$ cat config.mk
export PLATFORM = sky130hd
export DESIGN_NAME = noise_chan
export DESIGN_NICKNAME = d
export VERILOG_FILES = /design/src/rtl/noise_pkg.sv /design/src/rtl/noise_period_sel.sv /design/src/rtl/noise_timer.sv /design/src/rtl/noise_lfsr.sv /design/src/rtl/noise_chan.sv
export SDC_FILE = /design/constraint.sdc
export NUM_CORES = 1
export LEC_CHECK = 0
export CAP_MARGIN = 20
export CELL_PAD_IN_SITES_DETAIL_PLACEMENT = 1
export CELL_PAD_IN_SITES_GLOBAL_PLACEMENT = 1
export CORE_ASPECT_RATIO = 1.2
export CORE_MARGIN = 3
export CORE_UTILIZATION = 46
export DETAILED_ROUTE_END_ITERATION = 6
export DONT_BUFFER_PORTS = 1
export PLACE_DENSITY_LB_ADDON = 0.25
export SYNTH_ARGS = -nofsm -noshare
export SYNTH_HDL_FRONTEND = slang
export SYNTH_SLANG_ARGS = --single-unit
$ cat constraint.sdc
create_clock -name clk_i -period 2.05 [get_ports clk_i]
set_input_delay 0.205 -clock clk_i [delete_from_list [all_inputs] [get_ports clk_i]]
set_output_delay 0.205 -clock clk_i [all_outputs]
set_load 0.005 [all_outputs]
$ cat src/rtl/noise_pkg.sv
package noise_pkg;
  typedef enum logic [1:0] {
    RATE_32   = 2'd0,
    RATE_64   = 2'd1,
    RATE_128  = 2'd2,
    RATE_TONE = 2'd3
  } rate_e;

  localparam int unsigned RATE_BASE_LOG2 = 5;
endpackage

$ cat src/rtl/noise_period_sel.sv
module noise_period_sel
  import noise_pkg::*;
#(
  parameter int unsigned PW = 10,
  parameter int unsigned CW = PW + 1
) (
  input  rate_e          rate_i,
  input  logic [PW-1:0]  tone2_period_i,
  output logic [CW-1:0]  period_o
);
  always_comb begin
    unique case (rate_i)
      RATE_32:   period_o = CW'(1) << RATE_BASE_LOG2;
      RATE_64:   period_o = CW'(1) << (RATE_BASE_LOG2 + 1);
      RATE_128:  period_o = CW'(1) << (RATE_BASE_LOG2 + 2);
      default:   period_o = {tone2_period_i, 1'b0};
    endcase
  end
endmodule

$ cat src/rtl/noise_timer.sv
module noise_timer #(
  parameter int unsigned CW = 11
) (
  input  logic          clk_i,
  input  logic          rst_ni,
  input  logic          tick_i,
  input  logic [CW-1:0] period_i,
  output logic          shift_o
);
  logic [CW-1:0] cnt_q;

  // decrement-then-test: at or below one means the step reaches zero
  assign shift_o = tick_i && (cnt_q <= CW'(1));

  always_ff @(posedge clk_i or negedge rst_ni) begin
    if (!rst_ni)      cnt_q <= '0;
    else if (shift_o) cnt_q <= period_i;
    else if (tick_i)  cnt_q <= cnt_q - CW'(1);
  end

  p_reload_r3: assert property (@(posedge clk_i) disable iff (!rst_ni)
    shift_o |=> cnt_q == $past(period_i));
  p_count_down_r3: assert property (@(posedge clk_i) disable iff (!rst_ni)
    (tick_i && !shift_o) |=> cnt_q == $past(cnt_q) - CW'(1));
  p_hold_r3: assert property (@(posedge clk_i) disable iff (!rst_ni)
    !tick_i |=> $stable(cnt_q));
endmodule

$ cat src/rtl/noise_lfsr.sv
module noise_lfsr #(
  parameter int unsigned LEN     = 15,
  parameter int unsigned TAP_A   = 0,
  parameter int unsigned TAP_B   = 1,
  parameter bit          XNOR_FB = 1'b0
) (
  input  logic clk_i,
  input  logic rst_ni,
  input  logic shift_i,
  input  logic reload_i,
  input  logic white_i,
  output logic bit0_o
);
  localparam logic [LEN-1:0] SEED = {1'b1, {(LEN-1){1'b0}}};

  logic [LEN-1:0] q;
  logic           tap_b_eff;
  logic           fb;

  // periodic mode parks tap B at the value that passes tap A through
  generate
    if (XNOR_FB) begin : g_xnor
      assign tap_b_eff = white_i ? q[TAP_B] : 1'b1;
      assign fb        = ~(q[TAP_A] ^ tap_b_eff);
    end else begin : g_xor
      assign tap_b_eff = white_i ? q[TAP_B] : 1'b0;
      assign fb        = q[TAP_A] ^ tap_b_eff;
    end
  endgenerate

  always_ff @(posedge clk_i or negedge rst_ni) begin
    if (!rst_ni)       q <= SEED;
    else if (reload_i) q <= SEED;
    else if (shift_i)  q <= {fb, q[LEN-1:1]};
  end

  assign bit0_o = q[0];

  p_seed_r7: assert property (@(posedge clk_i) disable iff (!rst_ni)
    reload_i |=> q == SEED);
  p_shift_right_r4: assert property (@(posedge clk_i) disable iff (!rst_ni)
    (shift_i && !reload_i) |=> q[LEN-2:0] == $past(q[LEN-1:1]));
  p_periodic_ring_r5: assert property (@(posedge clk_i) disable iff (!rst_ni)
    (shift_i && !reload_i && !white_i) |=> q[LEN-1] == $past(q[TAP_A]));
  p_idle_r4: assert property (@(posedge clk_i) disable iff (!rst_ni)
    (!shift_i && !reload_i) |=> $stable(q));
endmodule

$ cat src/rtl/noise_chan.sv
module noise_chan
  import noise_pkg::*;
#(
  parameter int unsigned PW             = 10,
  parameter int unsigned LEN            = 15,
  parameter int unsigned TAP_A          = 0,
  parameter int unsigned TAP_B          = 1,
  parameter bit          XNOR_FB        = 1'b0,
  parameter bit          RELOAD_ON_MODE = 1'b0
) (
  input  logic          clk_i,
  input  logic          rst_ni,
  input  logic          tick_i,
  input  logic [2:0]    ctrl_i,
  input  logic [PW-1:0] tone2_period_i,
  input  logic          ctrl_wr_i,
  input  logic          mode_chg_i,
  output logic          noise_o
);
  localparam int unsigned CW = PW + 1;

  logic [CW-1:0] period;
  logic          shift;
  logic          reload;

  generate
    if (RELOAD_ON_MODE) begin : g_reload_mode
      assign reload = ctrl_wr_i && mode_chg_i;
    end else begin : g_reload_any
      assign reload = ctrl_wr_i;
    end
  endgenerate

  noise_period_sel #(.PW(PW), .CW(CW)) u_period (
    .rate_i         (rate_e'(ctrl_i[1:0])),
    .tone2_period_i (tone2_period_i),
    .period_o       (period)
  );

  noise_timer #(.CW(CW)) u_timer (
    .clk_i    (clk_i),
    .rst_ni   (rst_ni),
    .tick_i   (tick_i),
    .period_i (period),
    .shift_o  (shift)
  );

  noise_lfsr #(
    .LEN(LEN), .TAP_A(TAP_A), .TAP_B(TAP_B), .XNOR_FB(XNOR_FB)
  ) u_lfsr (
    .clk_i    (clk_i),
    .rst_ni   (rst_ni),
    .shift_i  (shift),
    .reload_i (reload),
    .white_i  (ctrl_i[2]),
    .bit0_o   (noise_o)
  );

  p_shift_on_tick_r3: assert property (@(posedge clk_i) disable iff (!rst_ni)
    shift |-> tick_i);
endmodule

==> run summary, run 1 <==
CP max FO: 15
Seq cells post-synth: 26
Core Region: 2680 um^2
VDD IR max: 0.486 mV
initial antenna violation count: 0
CP endpoint kind: register
Leakage: 0.612 nW
YS warnings: 0
CTS Buffer Depth: 2
largest family of logic cells by synthesized area: simple AND/OR/NAND/NOR gates
Final setup viols: 0
Synth async-reset ratio: 100%
Post-CTS Setup Bufs: 0
Die Ht: 65.4 um
post-route ant nets: 0
row count: 20
# nets final: 174
drt total wl: 3160 um
Sink Count: 26
Most used DFF post-synth: dfrtp_1
Synth area leaders: dfrtp_1, nand2_1, a21oi_1
XOR/XNOR Fraction of Synth Area: 1.29%
post-DP HPWL: 2230 um
Clk Latency, worst-skew pair: 0.32 ns
Finished Core Util: 54.7%
Design Area, Final: 1470 um^2
DRC: 0
Max Cap Violations: 0
vias: 1125
Combinational Power Share: 30.9%
Cell Area, Synth: 1350 um^2
GRT Overall Usage: 20.4%
top cell type's share of synthesized area: 46.2%
first-pass GRT wire length: 5870 um
Distinct cells, synth: 36
sequential fraction of the synthesis area: 48.2%
CTS tree: yes
starting density of the core: 50.6%
Fillers: 305
Worst slew margin: 58.1%
Die Wd: 55.5 um
CP startpoint kind: register
Syn Nets: 169
number of flops mapped to enable cells by yosys: 0
Avg Vias per Cell: 6.05
min Tclk post-route: 1.95 ns
Num CTS Buffers: 3
Mapped Cells: 149
die area: 3630 um^2
top cells by count, synth: nand2_1, dfrtp_1, a21oi_1
Iteration-0 DRC Markers: 47
critical path type: register to register
Peak Freq: 512 MHz
Synth area leader: dfrtp_1
IO buf count: 0
dpl cell area: 1370 um^2
clock tree root driver cell: clkbuf_4
global route overflow: 0
Seq pwr share: 51.3%
Placed Cells: 178
layout cells sized above 1: 7.84%
Mean Syn Cell Area: 9.09 um^2
vias in the first global route: 1267
switching portion of total power: 37.2%
post-synthesis adder-cell area fraction: 1.85%
Max H-tree Level: 1
worst hold path class: primary input to register
Area growth, synth to finish: 8.23%
P_sw: 540 uW
Worst Slack Setup Final: 0.0969 ns
global placer's final weighted congestion: 0.735
crit share post-route: 95.3%
Worst-Margin Slew: 0.624 ns
mux cell area share after synthesis: 1.48%
clock share of power: 17.9%
post-route insts no fill: 186
largest net degree at the start of global routing: 27
most common cell in the synthesized netlist: nand2_1
status: finished, final reports clean
Hold WS: 0.0123 ns
clock slew at reported path FFs: 0.14 ns
Synth Area in Compound Gates: 15.4%
final hold violations: 0
Antenna diodes: 0
Worst EP required: 2.29 ns
I/O Pins: 19
Setup TNS Final: 0 ns
Post-Synth Simple-Gate Area: 26.3%
PwrDens: 993 nW/um^2
First-pass DRT Iterations: 4
Int Power: 914 uW
worst clock skew: 0.00819 ns
Worst EP arrival: 2.20 ns
Final Power: 1.45 mW
routed len/inst: 17.0 um
pre-CTS setup slack: 0.171 ns
max-slew violations: 0
area by class of cell:
class / count / area (um^2) / area share [%]
flip-flops and latches: 26 / 652 / 44.5
repair buffers: 8 / 80.1 / 5.47
clock buffers: 4 / 36.3 / 2.48
well taps: 33 / 41.3 / 2.82
multi-input cells: 110 / 637 / 43.5
inverters: 5 / 18.8 / 1.28
power by group through the flow:
| stage | Sequential (mW) | Combinational [mW] | Clock, mW |
|---|---|---|---|
| 2_1_floorplan | 0.717 | 0.326 | 0 |
| 3_5_place_dp | 0.753 | 0.398 | 0 |
| 4_1_cts | 0.742 | 0.429 | 0.267 |
| 3_3_place_gp | 0.743 | 0.376 | 0 |
| 6_report | 0.746 | 0.449 | 0.260 |
| 5_1_grt | 0.769 | 0.512 | 0.295 |
repair_timing:
item	CTS	global route
resized for setup	0	1
hold buffers	4	0
endpoints found under the setup margin	0	12
endpoints found under the hold margin	42	0
kinds of logic (layout without fill, tap and decap cells):
kind of cell	after synthesis	count (layout)
simple gates	71	71
flops	26	26
buf+inv	13	17
compound gates	33	33
mux	2	2
fa+ha+maj	2	2
xor+xnor	2	2
worst max-delay path, cell delays in order, from the launching register on:
cell,delay (ns)
dfrtp_1,0.48
nor3_1,0.52
and4_1,0.37
buf_4,0.24
nand2_1,0.07
a21oi_1,0.19
state kept, by name (all words and copies together) (netlist names):
signal         cells
u_lfsr.q          15
u_timer.cnt_q     11
path summary, 6_finish.rpt:
| kind | start | depth (start not counted) | to | slack [ns] |
|---|---|---|---|---|
| setup / recovery | u_timer.cnt_q[8]$_DFFE_PN0P_ | 5 | u_lfsr.q[0]$_DFFE_PN0P_ | 0.1 |
| setup reg to reg | u_timer.cnt_q[8]$_DFFE_PN0P_ | 5 | u_lfsr.q[0]$_DFFE_PN0P_ | 0.1 |
| hold / removal | tick_i | 1 | u_timer.cnt_q[1]$_DFFE_PN0P_ | 0.01 |
| hold reg to reg | u_lfsr.q[8]$_DFFE_PN0P_ | 2 | u_lfsr.q[8]$_DFFE_PN0P_ | 0.53 |
| max in group asynchronous | rst_ni | 2 | u_lfsr.q[14]$_DFFE_PN1P_ | 1.51 |
| min in group asynchronous | rst_ni | 2 | u_timer.cnt_q[9]$_DFFE_PN0P_ | 0.30 |
metal layers:
metal	share of wire [%]	vias to the layer above	global-route usage (%)
li1	-	543	-
met1	44	555	23.8
met2	50	20	37.4
met3	3.5	7	3.34
met4	1.9	0	7.29
met5	0	-	0
cell usage in the layout, fill, tap and decap left out, types with 2 or more instances in the layout:
| cell | instances |
|---|---|
| o211ai_1 | 2 |
| nand4_1 | 3 |
| o221ai_1 | 2 |
| mux2i_1 | 2 |
| xor2_1 | 2 |
| a21oi_1 | 15 |
| buf_4 | 4 |
| and2_1 | 3 |
| dfrtp_1 | 25 |
| nor3b_1 | 2 |
| inv_1 | 5 |
| clkbuf_4 | 3 |
| ha_1 | 2 |
| a221o_1 | 2 |
| nor3_1 | 6 |
| dlygate4sd3_1 | 3 |
| o21ai_0 | 6 |
| nand3_1 | 8 |
| nor2_1 | 5 |
| and3_1 | 2 |
| nand2_1 | 34 |
Power figures use the tool's default switching activity.
==> inputs of run 2 (changes only) <==
--- a/config.mk
+++ b/config.mk
@@ -15,4 +15,5 @@
 export DONT_BUFFER_PORTS = 1
 export PLACE_DENSITY_LB_ADDON = 0.25
+export SKIP_LAST_GASP = 1
 export SYNTH_ARGS = -nofsm -noshare
 export SYNTH_HDL_FRONTEND = slang
==> constraint.sdc (replaced) <==
create_clock -name clk_i -period 2.05 [get_ports clk_i]
set_input_delay 0.615 -clock clk_i [delete_from_list [all_inputs] [get_ports clk_i]]
set_output_delay 0.615 -clock clk_i [all_outputs]
set_load 0.005 [all_outputs]
==> run summary, run 2 (synthesis results as in run 1) <==
clock slew at reported path FFs: 0.15 ns (about the same)
row count: 20 (unchanged)
Worst-Margin Slew: 0.575 ns (-0.0489 ns)
vias in the first global route: 1191 (-6.0%)
Max H-tree Level: 1 (unchanged)
DRC: 0 (unchanged)
Worst path slowest cell: nor3_1
Finished Core Util: 53.6% (-1.1 points)
clock tree root driver cell: clkbuf_4
critical path type: register to register
Largest register FFs: 15 (unchanged)
post-DP HPWL: 2240 um (+0.11%)
Worst slew margin: 61.4% (+3.3 points)
VDD IR max: 0.494 mV (+1.6%)
max-slew violations: 0 (unchanged)
worst clock skew: 0.0107 ns (+0.00256 ns)
largest net degree at the start of global routing: 26 (-3.7%)
Leakage: 0.600 nW (-2.0%)
most frequent cells in the layout: nand2_1, dfrtp_1, a21oi_1
crit path capture: u_lfsr.q[0]$_DFFE_PN0P_
final hold violations: 0 (unchanged)
CP top delay family: simple AND/OR/NAND/NOR gates
largest incremental delay on the critical path: 0.48 ns (-0.04 ns)
Critical R2R Launch: u_timer.cnt_q[4]$_DFFE_PN0P_
crit share post-route: 91.2% (-4.1 points)
Crit path depth: 5 (unchanged)
# nets final: 171 (-1.7%)
r2r setup slk: 0.18 ns (+0.08 ns)
die area: 3630 um^2 (unchanged)
IO buf count: 0 (unchanged)
Final setup viols: 0 (unchanged)
starting density of the core: 50.6% (unchanged)
Setup TNS Final: 0 ns (unchanged)
Area growth, synth to finish: 6.01%
First-pass DRT Iterations: 4 (unchanged)
Core Region: 2680 um^2 (unchanged)
Largest regs: u_lfsr.q x15, u_timer.cnt_q x11
Worst Reg-to-Reg Cells: 5 (unchanged)
Avg Vias per Cell: 5.97 (-1.3%)
Peak Freq: 535 MHz (+4.4%)
vias: 1092 (-2.9%)
CTS Buffer Depth: 2 (unchanged)
CP max FO: 15 (unchanged)
Fillers: 312 (+2.3%)
Max Cap Violations: 0 (unchanged)
drt total wl: 3180 um (+0.73%)
CTS tree: yes
Setup crit start: u_timer.cnt_q[4]$_DFFE_PN0P_
global placer's final weighted congestion: 0.719 (-2.2%)
Num CTS Buffers: 3 (unchanged)
reg2reg end: u_lfsr.q[0]$_DFFE_PN0P_
Die Wd: 55.5 um (unchanged)
post-route ant nets: 0 (unchanged)
Antenna diodes: 0 (unchanged)
min Tclk post-route: 1.87 ns (-0.0831 ns)
routed len/inst: 17.4 um (+2.4%)
layout cells sized above 1: 8.00% (+0.16 points)
RSZ-0062 raised after global routing: false
Iteration-0 DRC Markers: 37 (-21%)
global route overflow: 0 (unchanged)
Sink Count: 26 (unchanged)
Worst Slack Setup Final: 0.180 ns (+0.0831 ns)
Post-CTS Setup Bufs: 0 (unchanged)
Crit path buffers/inverters: 1 (unchanged)
Worst EP required: 2.30 ns (about the same)
Die Ht: 65.4 um (unchanged)
CP endpoint kind: register
worst hold path class: primary input to asynchronous set/reset pin
worst path cell trace: nor3_1, and4_1, buf_4, nand2_1, a21oi_1
Worst EP arrival: 2.12 ns (-0.08 ns)
Clk Latency, worst-skew pair: 0.32 ns (about the same)
Biggest register: u_lfsr.q
I/O Pins: 19 (unchanged)
PwrDens: 1020 nW/um^2 (+2.3%)
pre-CTS setup slack: 0.147 ns (-0.0235 ns)
CP startpoint kind: register
GRT Overall Usage: 18.7% (-1.7 points)
first-pass GRT wire length: 5360 um (-8.6%)
status: finished, final reports clean
commonest non-fill, non-tap cell in the layout: nand2_1
initial antenna violation count: 0 (unchanged)
run 2: worst min path at each step:
stage,start,endpoint,cells past startpoint
after floorplan,rst_ni,u_lfsr.q[0]$_DFFE_PN0P_,0
after global placement,rst_ni,u_timer.cnt_q[10]$_DFFE_PN0P_,0
after detailed placement,rst_ni,u_timer.cnt_q[8]$_DFFE_PN0P_,0
after CTS,rst_ni,u_timer.cnt_q[8]$_DFFE_PN0P_,1
after global routing,rst_ni,u_timer.cnt_q[6]$_DFFE_PN0P_,1
final,rst_ni,u_timer.cnt_q[8]$_DFFE_PN0P_,1
run 2: worst register-to-register path, delay by kind of cell (launching register included):
kind                   cells  cell delay [ns]
AO/OA/AOI/OAI              1             0.18
buffers and inverters      1             0.23
flip-flops                 1             0.47
AND/OR/NAND/NOR            3             0.93
run 2: repair_timing:
action / 4_1_cts / 5_1_grt
endpoints found under the hold margin: 25 / 0
setup endpoints to repair: 0 / 12
resized for setup: 0 / 1
hold buffers: 1 / 0
run 2: report_power, final:
| part | switching [mW] | total, mW | internal [mW] |
|---|---|---|---|
| sequential | 0.136 | 0.750 | 0.614 |
| clock | 0.156 | 0.264 | 0.108 |
| combinational | 0.255 | 0.443 | 0.188 |
| total | 0.547 | 1.46 | 0.910 |
run 2: stage by stage:
| step | hold slack [ns] | total power, mW | cells | instance area [um^2] |
|---|---|---|---|---|
| finish | 0.0784 | 1.46 | 183 | 1440 |
| global route | 0.0633 | 1.56 | 183 | 1440 |
| CTS | 0.0770 | 1.43 | 183 | 1430 |
| detailed placement | 0.320 | 1.16 | 178 | 1370 |
| global placement | 0.320 | 1.12 | 178 | 1370 |
| floorplan | 0.319 | 1.04 | 149 | 1350 |
run 2: final cells by class:
type	count	area, um^2	share of cell area, %
tap	33	41.3	2.88
timing repair buffer	5	50.0	3.49
multi-input combinational	110	637	44.4
sequential	26	652	45.4
inverter	5	18.8	1.31
clock buffer	4	36.3	2.53
run 2: routing by layer:
layer | global-route usage [%] | vias up | wire length [um]
li1 | - | 526 | -
met1 | 22.4 | 544 | 1430
met2 | 33.6 | 18 | 1610
met3 | 3.54 | 4 | 103
met4 | 6.08 | 0 | 36
met5 | 0 | - | 0
==> inputs of run 3 (changes only) <==
ABC_AREA = 1   (was not set)
CORE_UTILIZATION = 45   (was 46)
==> run summary, run 3 <==
status: finished, final reports clean
routed len/inst: 14.0 um (-19%)
max-slew violations: 0 (unchanged)
min Tclk post-route: 1.69 ns (-0.176 ns)
Largest regs: u_lfsr.q x15, u_timer.cnt_q x11
drt total wl: 3370 um (+6.0%)
Iteration-0 DRC Markers: 70 (+89%)
Area growth, synth to finish: 2.19%
First-pass DRT Iterations: 4 (unchanged)
sequential fraction of the synthesis area: 42.3% (-5.9 points)
Synth async-reset ratio: 100% (unchanged)
Crit path buffers/inverters: 1 (unchanged)
Die Wd: 59.5 um (+7.1%)
Leakage: 0.774 nW (+29%)
top cell type's share of synthesized area: 40.6% (-5.7 points)
Worst EP required: 2.27 ns (-0.03 ns)
Clk Latency, worst-skew pair: 0.32 ns (about the same)
Distinct cells, synth: 28 (-22%)
worst path cell trace: nor2_2, nand2_1, inv_1, nand3_1, nand2_2, nand2_4, nand3b_1, nand3_1
sequential cell area: 652 um^2 (unchanged)
GRT Overall Usage: 18.5% (-0.24 points)
Sink Count: 26 (unchanged)
DRC: 0 (unchanged)
number of flops mapped to enable cells by yosys: 0 (unchanged)
starting density of the core: 48.7% (-1.8 points)
Worst slew margin: 73.0% (+12 points)
Fillers: 417 (+34%)
Worst EP arrival: 1.92 ns (-0.20 ns)
worst hold path class: primary input to asynchronous set/reset pin
Avg Vias per Cell: 5.62 (-5.8%)
PwrDens: 1050 nW/um^2 (+3.2%)
Max Cap Violations: 0 (unchanged)
CP top delay family: simple AND/OR/NAND/NOR gates
Cell Area, Synth: 1540 um^2 (+14%)
Mean Syn Cell Area: 7.42 um^2 (-18%)
layout cells sized above 1: 8.29% (+0.29 points)
critical path type: register to register
Num CTS Buffers: 3 (unchanged)
Biggest register: u_lfsr.q
final hold violations: 0 (unchanged)
commonest non-fill, non-tap cell in the layout: nand2_1
Combinational Power Share: 40.6% (+10 points)
vias: 1354 (+24%)
top cells by count, synth: nand2_1, nand3_1, dfrtp_1
CTS tree: yes
r2r setup slk: 0.36 ns (+0.18 ns)
global placer's final weighted congestion: 0.819 (+14%)
crit share post-route: 82.7% (-8.6 points)
first-pass GRT wire length: 6000 um (+12%)
die area: 4170 um^2 (+15%)
post-DP HPWL: 2490 um (+11%)
Seq pwr share: 45.4% (-6.1 points)
I/O Pins: 19 (unchanged)
Setup TNS Final: 0 ns (unchanged)
vias in the first global route: 1368 (+15%)
clock tree root driver cell: clkbuf_4
Peak Freq: 590 MHz (+10%)
clock slew at reported path FFs: 0.14 ns (about the same)
post-route ant nets: 0 (unchanged)
worst clock skew: 0.00432 ns (-0.00643 ns)
largest net degree at the start of global routing: 41 (+58%)
Worst path slowest cell: dfrtp_1
CP startpoint kind: register
Synth area leaders: dfrtp_1, nand2_1, nand3_1
Final setup viols: 0 (unchanged)
area of the multi-input gates: 743 um^2 (+17%)
Core Region: 3170 um^2 (+18%)
Int Power: 939 uW (+3.1%)
Most used DFF post-synth: dfrtp_1
Post-CTS Setup Bufs: 0 (unchanged)
initial antenna violation count: 0 (unchanged)
largest incremental delay on the critical path: 0.47 ns (about the same)
YS warnings: 0 (unchanged)
switching portion of total power: 43.2% (+5.6 points)
CP endpoint kind: register
# nets final: 226 (+32%)
Max H-tree Level: 1 (unchanged)
Largest register FFs: 15 (unchanged)
Syn Nets: 228 (+35%)
Mapped Cells: 208 (+40%)
Die Ht: 70.1 um (+7.2%)
most common cell in the synthesized netlist: nand2_1
global route overflow: 0 (unchanged)
row count: 22 (+10%)
CP max FO: 40 (+25)
Seq cells post-synth: 26 (unchanged)
cell mode on critical path: nand3_1
Antenna diodes: 0 (unchanged)
IO buf count: 0 (unchanged)
VDD IR max: 0.538 mV (+8.9%)
most frequent cells in the layout: nand2_1, nand3_1, dfrtp_1
RSZ-0062 raised after global routing: false
Final Power: 1.65 mW (+13%)
P_sw: 713 uW (+30%)
CTS Buffer Depth: 2 (unchanged)
Worst-Margin Slew: 0.405 ns (-0.170 ns)
clock share of power: 14.0% (-4.1 points)
Synth area leader: dfrtp_1
## run 3: cell count changes in the layout (fill, tap and decap cells not counted), sizes merged, moves of 3 or more
cell,previous run,this run
and2,3,0
a21oi,15,1
nor2,5,15
nand3,8,41
o21ai,6,18
nand2,34,65
inv,5,20
nor3,6,0
## run 3: layout make-up
cell class                 instances  area share [%]
clock buffer                       4            1.67
inverter                          20            4.76
multi-input combinational        152            47.1
sequential                        26            41.3
tap                               36            2.86
timing repair buffer               3            2.22
## run 3: cells by family (layout without fill, tap and decap cells)
kind of cell / count (synthesis) / in the layout / share of synthesized area, %
compound gates: 22 / 22 / 7.62
xor+xnor: 3 / 3 / 1.70
fa+ha+maj: 2 / 2 / 1.62
buf+inv: 30 / 27 / 9.57
flops: 26 / 26 / 42.3
simple gates: 125 / 125 / 37.2
## run 3: through the flow
step | cells | util [%] | area, um^2 | hold WS [ns] | setup WS [ns]
6_report | 241 | 49.8 | 1580 | 0.0780 | 0.356
5_1_grt | 241 | 49.8 | 1580 | 0.0620 | 0.157
4_1_cts | 241 | 49.8 | 1580 | 0.0827 | 0.354
3_5_place_dp | 236 | 48.3 | 1530 | 0.320 | 0.357
3_3_place_gp | 236 | 48.3 | 1530 | 0.320 | 0.385
2_1_floorplan | 208 | - | 1540 | 0.319 | 0.595
## run 3: path summary, 6_finish.rpt
check                                        startpoint                      endpoint  depth (start not counted)
max reg2reg                u_timer.cnt_q[4]$_DFFE_PN0P_  u_timer.cnt_q[3]$_DFFE_PN0P_                          8
min reg2reg                u_timer.cnt_q[7]$_DFFE_PN0P_  u_timer.cnt_q[7]$_DFFE_PN0P_                          2
max                        u_timer.cnt_q[4]$_DFFE_PN0P_  u_timer.cnt_q[3]$_DFFE_PN0P_                          8
min in group clk_i                               tick_i  u_timer.cnt_q[0]$_DFFE_PN0P_                          1
max in group asynchronous                        rst_ni  u_timer.cnt_q[7]$_DFFE_PN0P_                          1
min                                              rst_ni       u_lfsr.q[0]$_DFFE_PN0P_                          1
## run 3: what timing repair did
action	4_1_cts	5_1_grt
resized for setup	0	0
hold buffers	1	0
hold endpoints to repair	25	0
## run 3: per-layer routing
layer / global-route usage [%] / wire length [um] / up-vias
met3: 2.77 / 174 / 4
li1: - / - / 668
met4: 3.78 / 29 / 0
met5: 0 / 0 / -
met1: 22.6 / 1390 / 655
met2: 33.0 / 1780 / 27
## run 3: power groups by stage
stage	Sequential (mW)	Clock, mW	Combinational (mW)
after CTS	0.748	0.237	0.685
final	0.749	0.232	0.671
after global routing	0.770	0.261	0.776
after global placement	0.749	0	0.623
after floorplan	0.727	0	0.555
after detailed placement	0.758	0	0.665
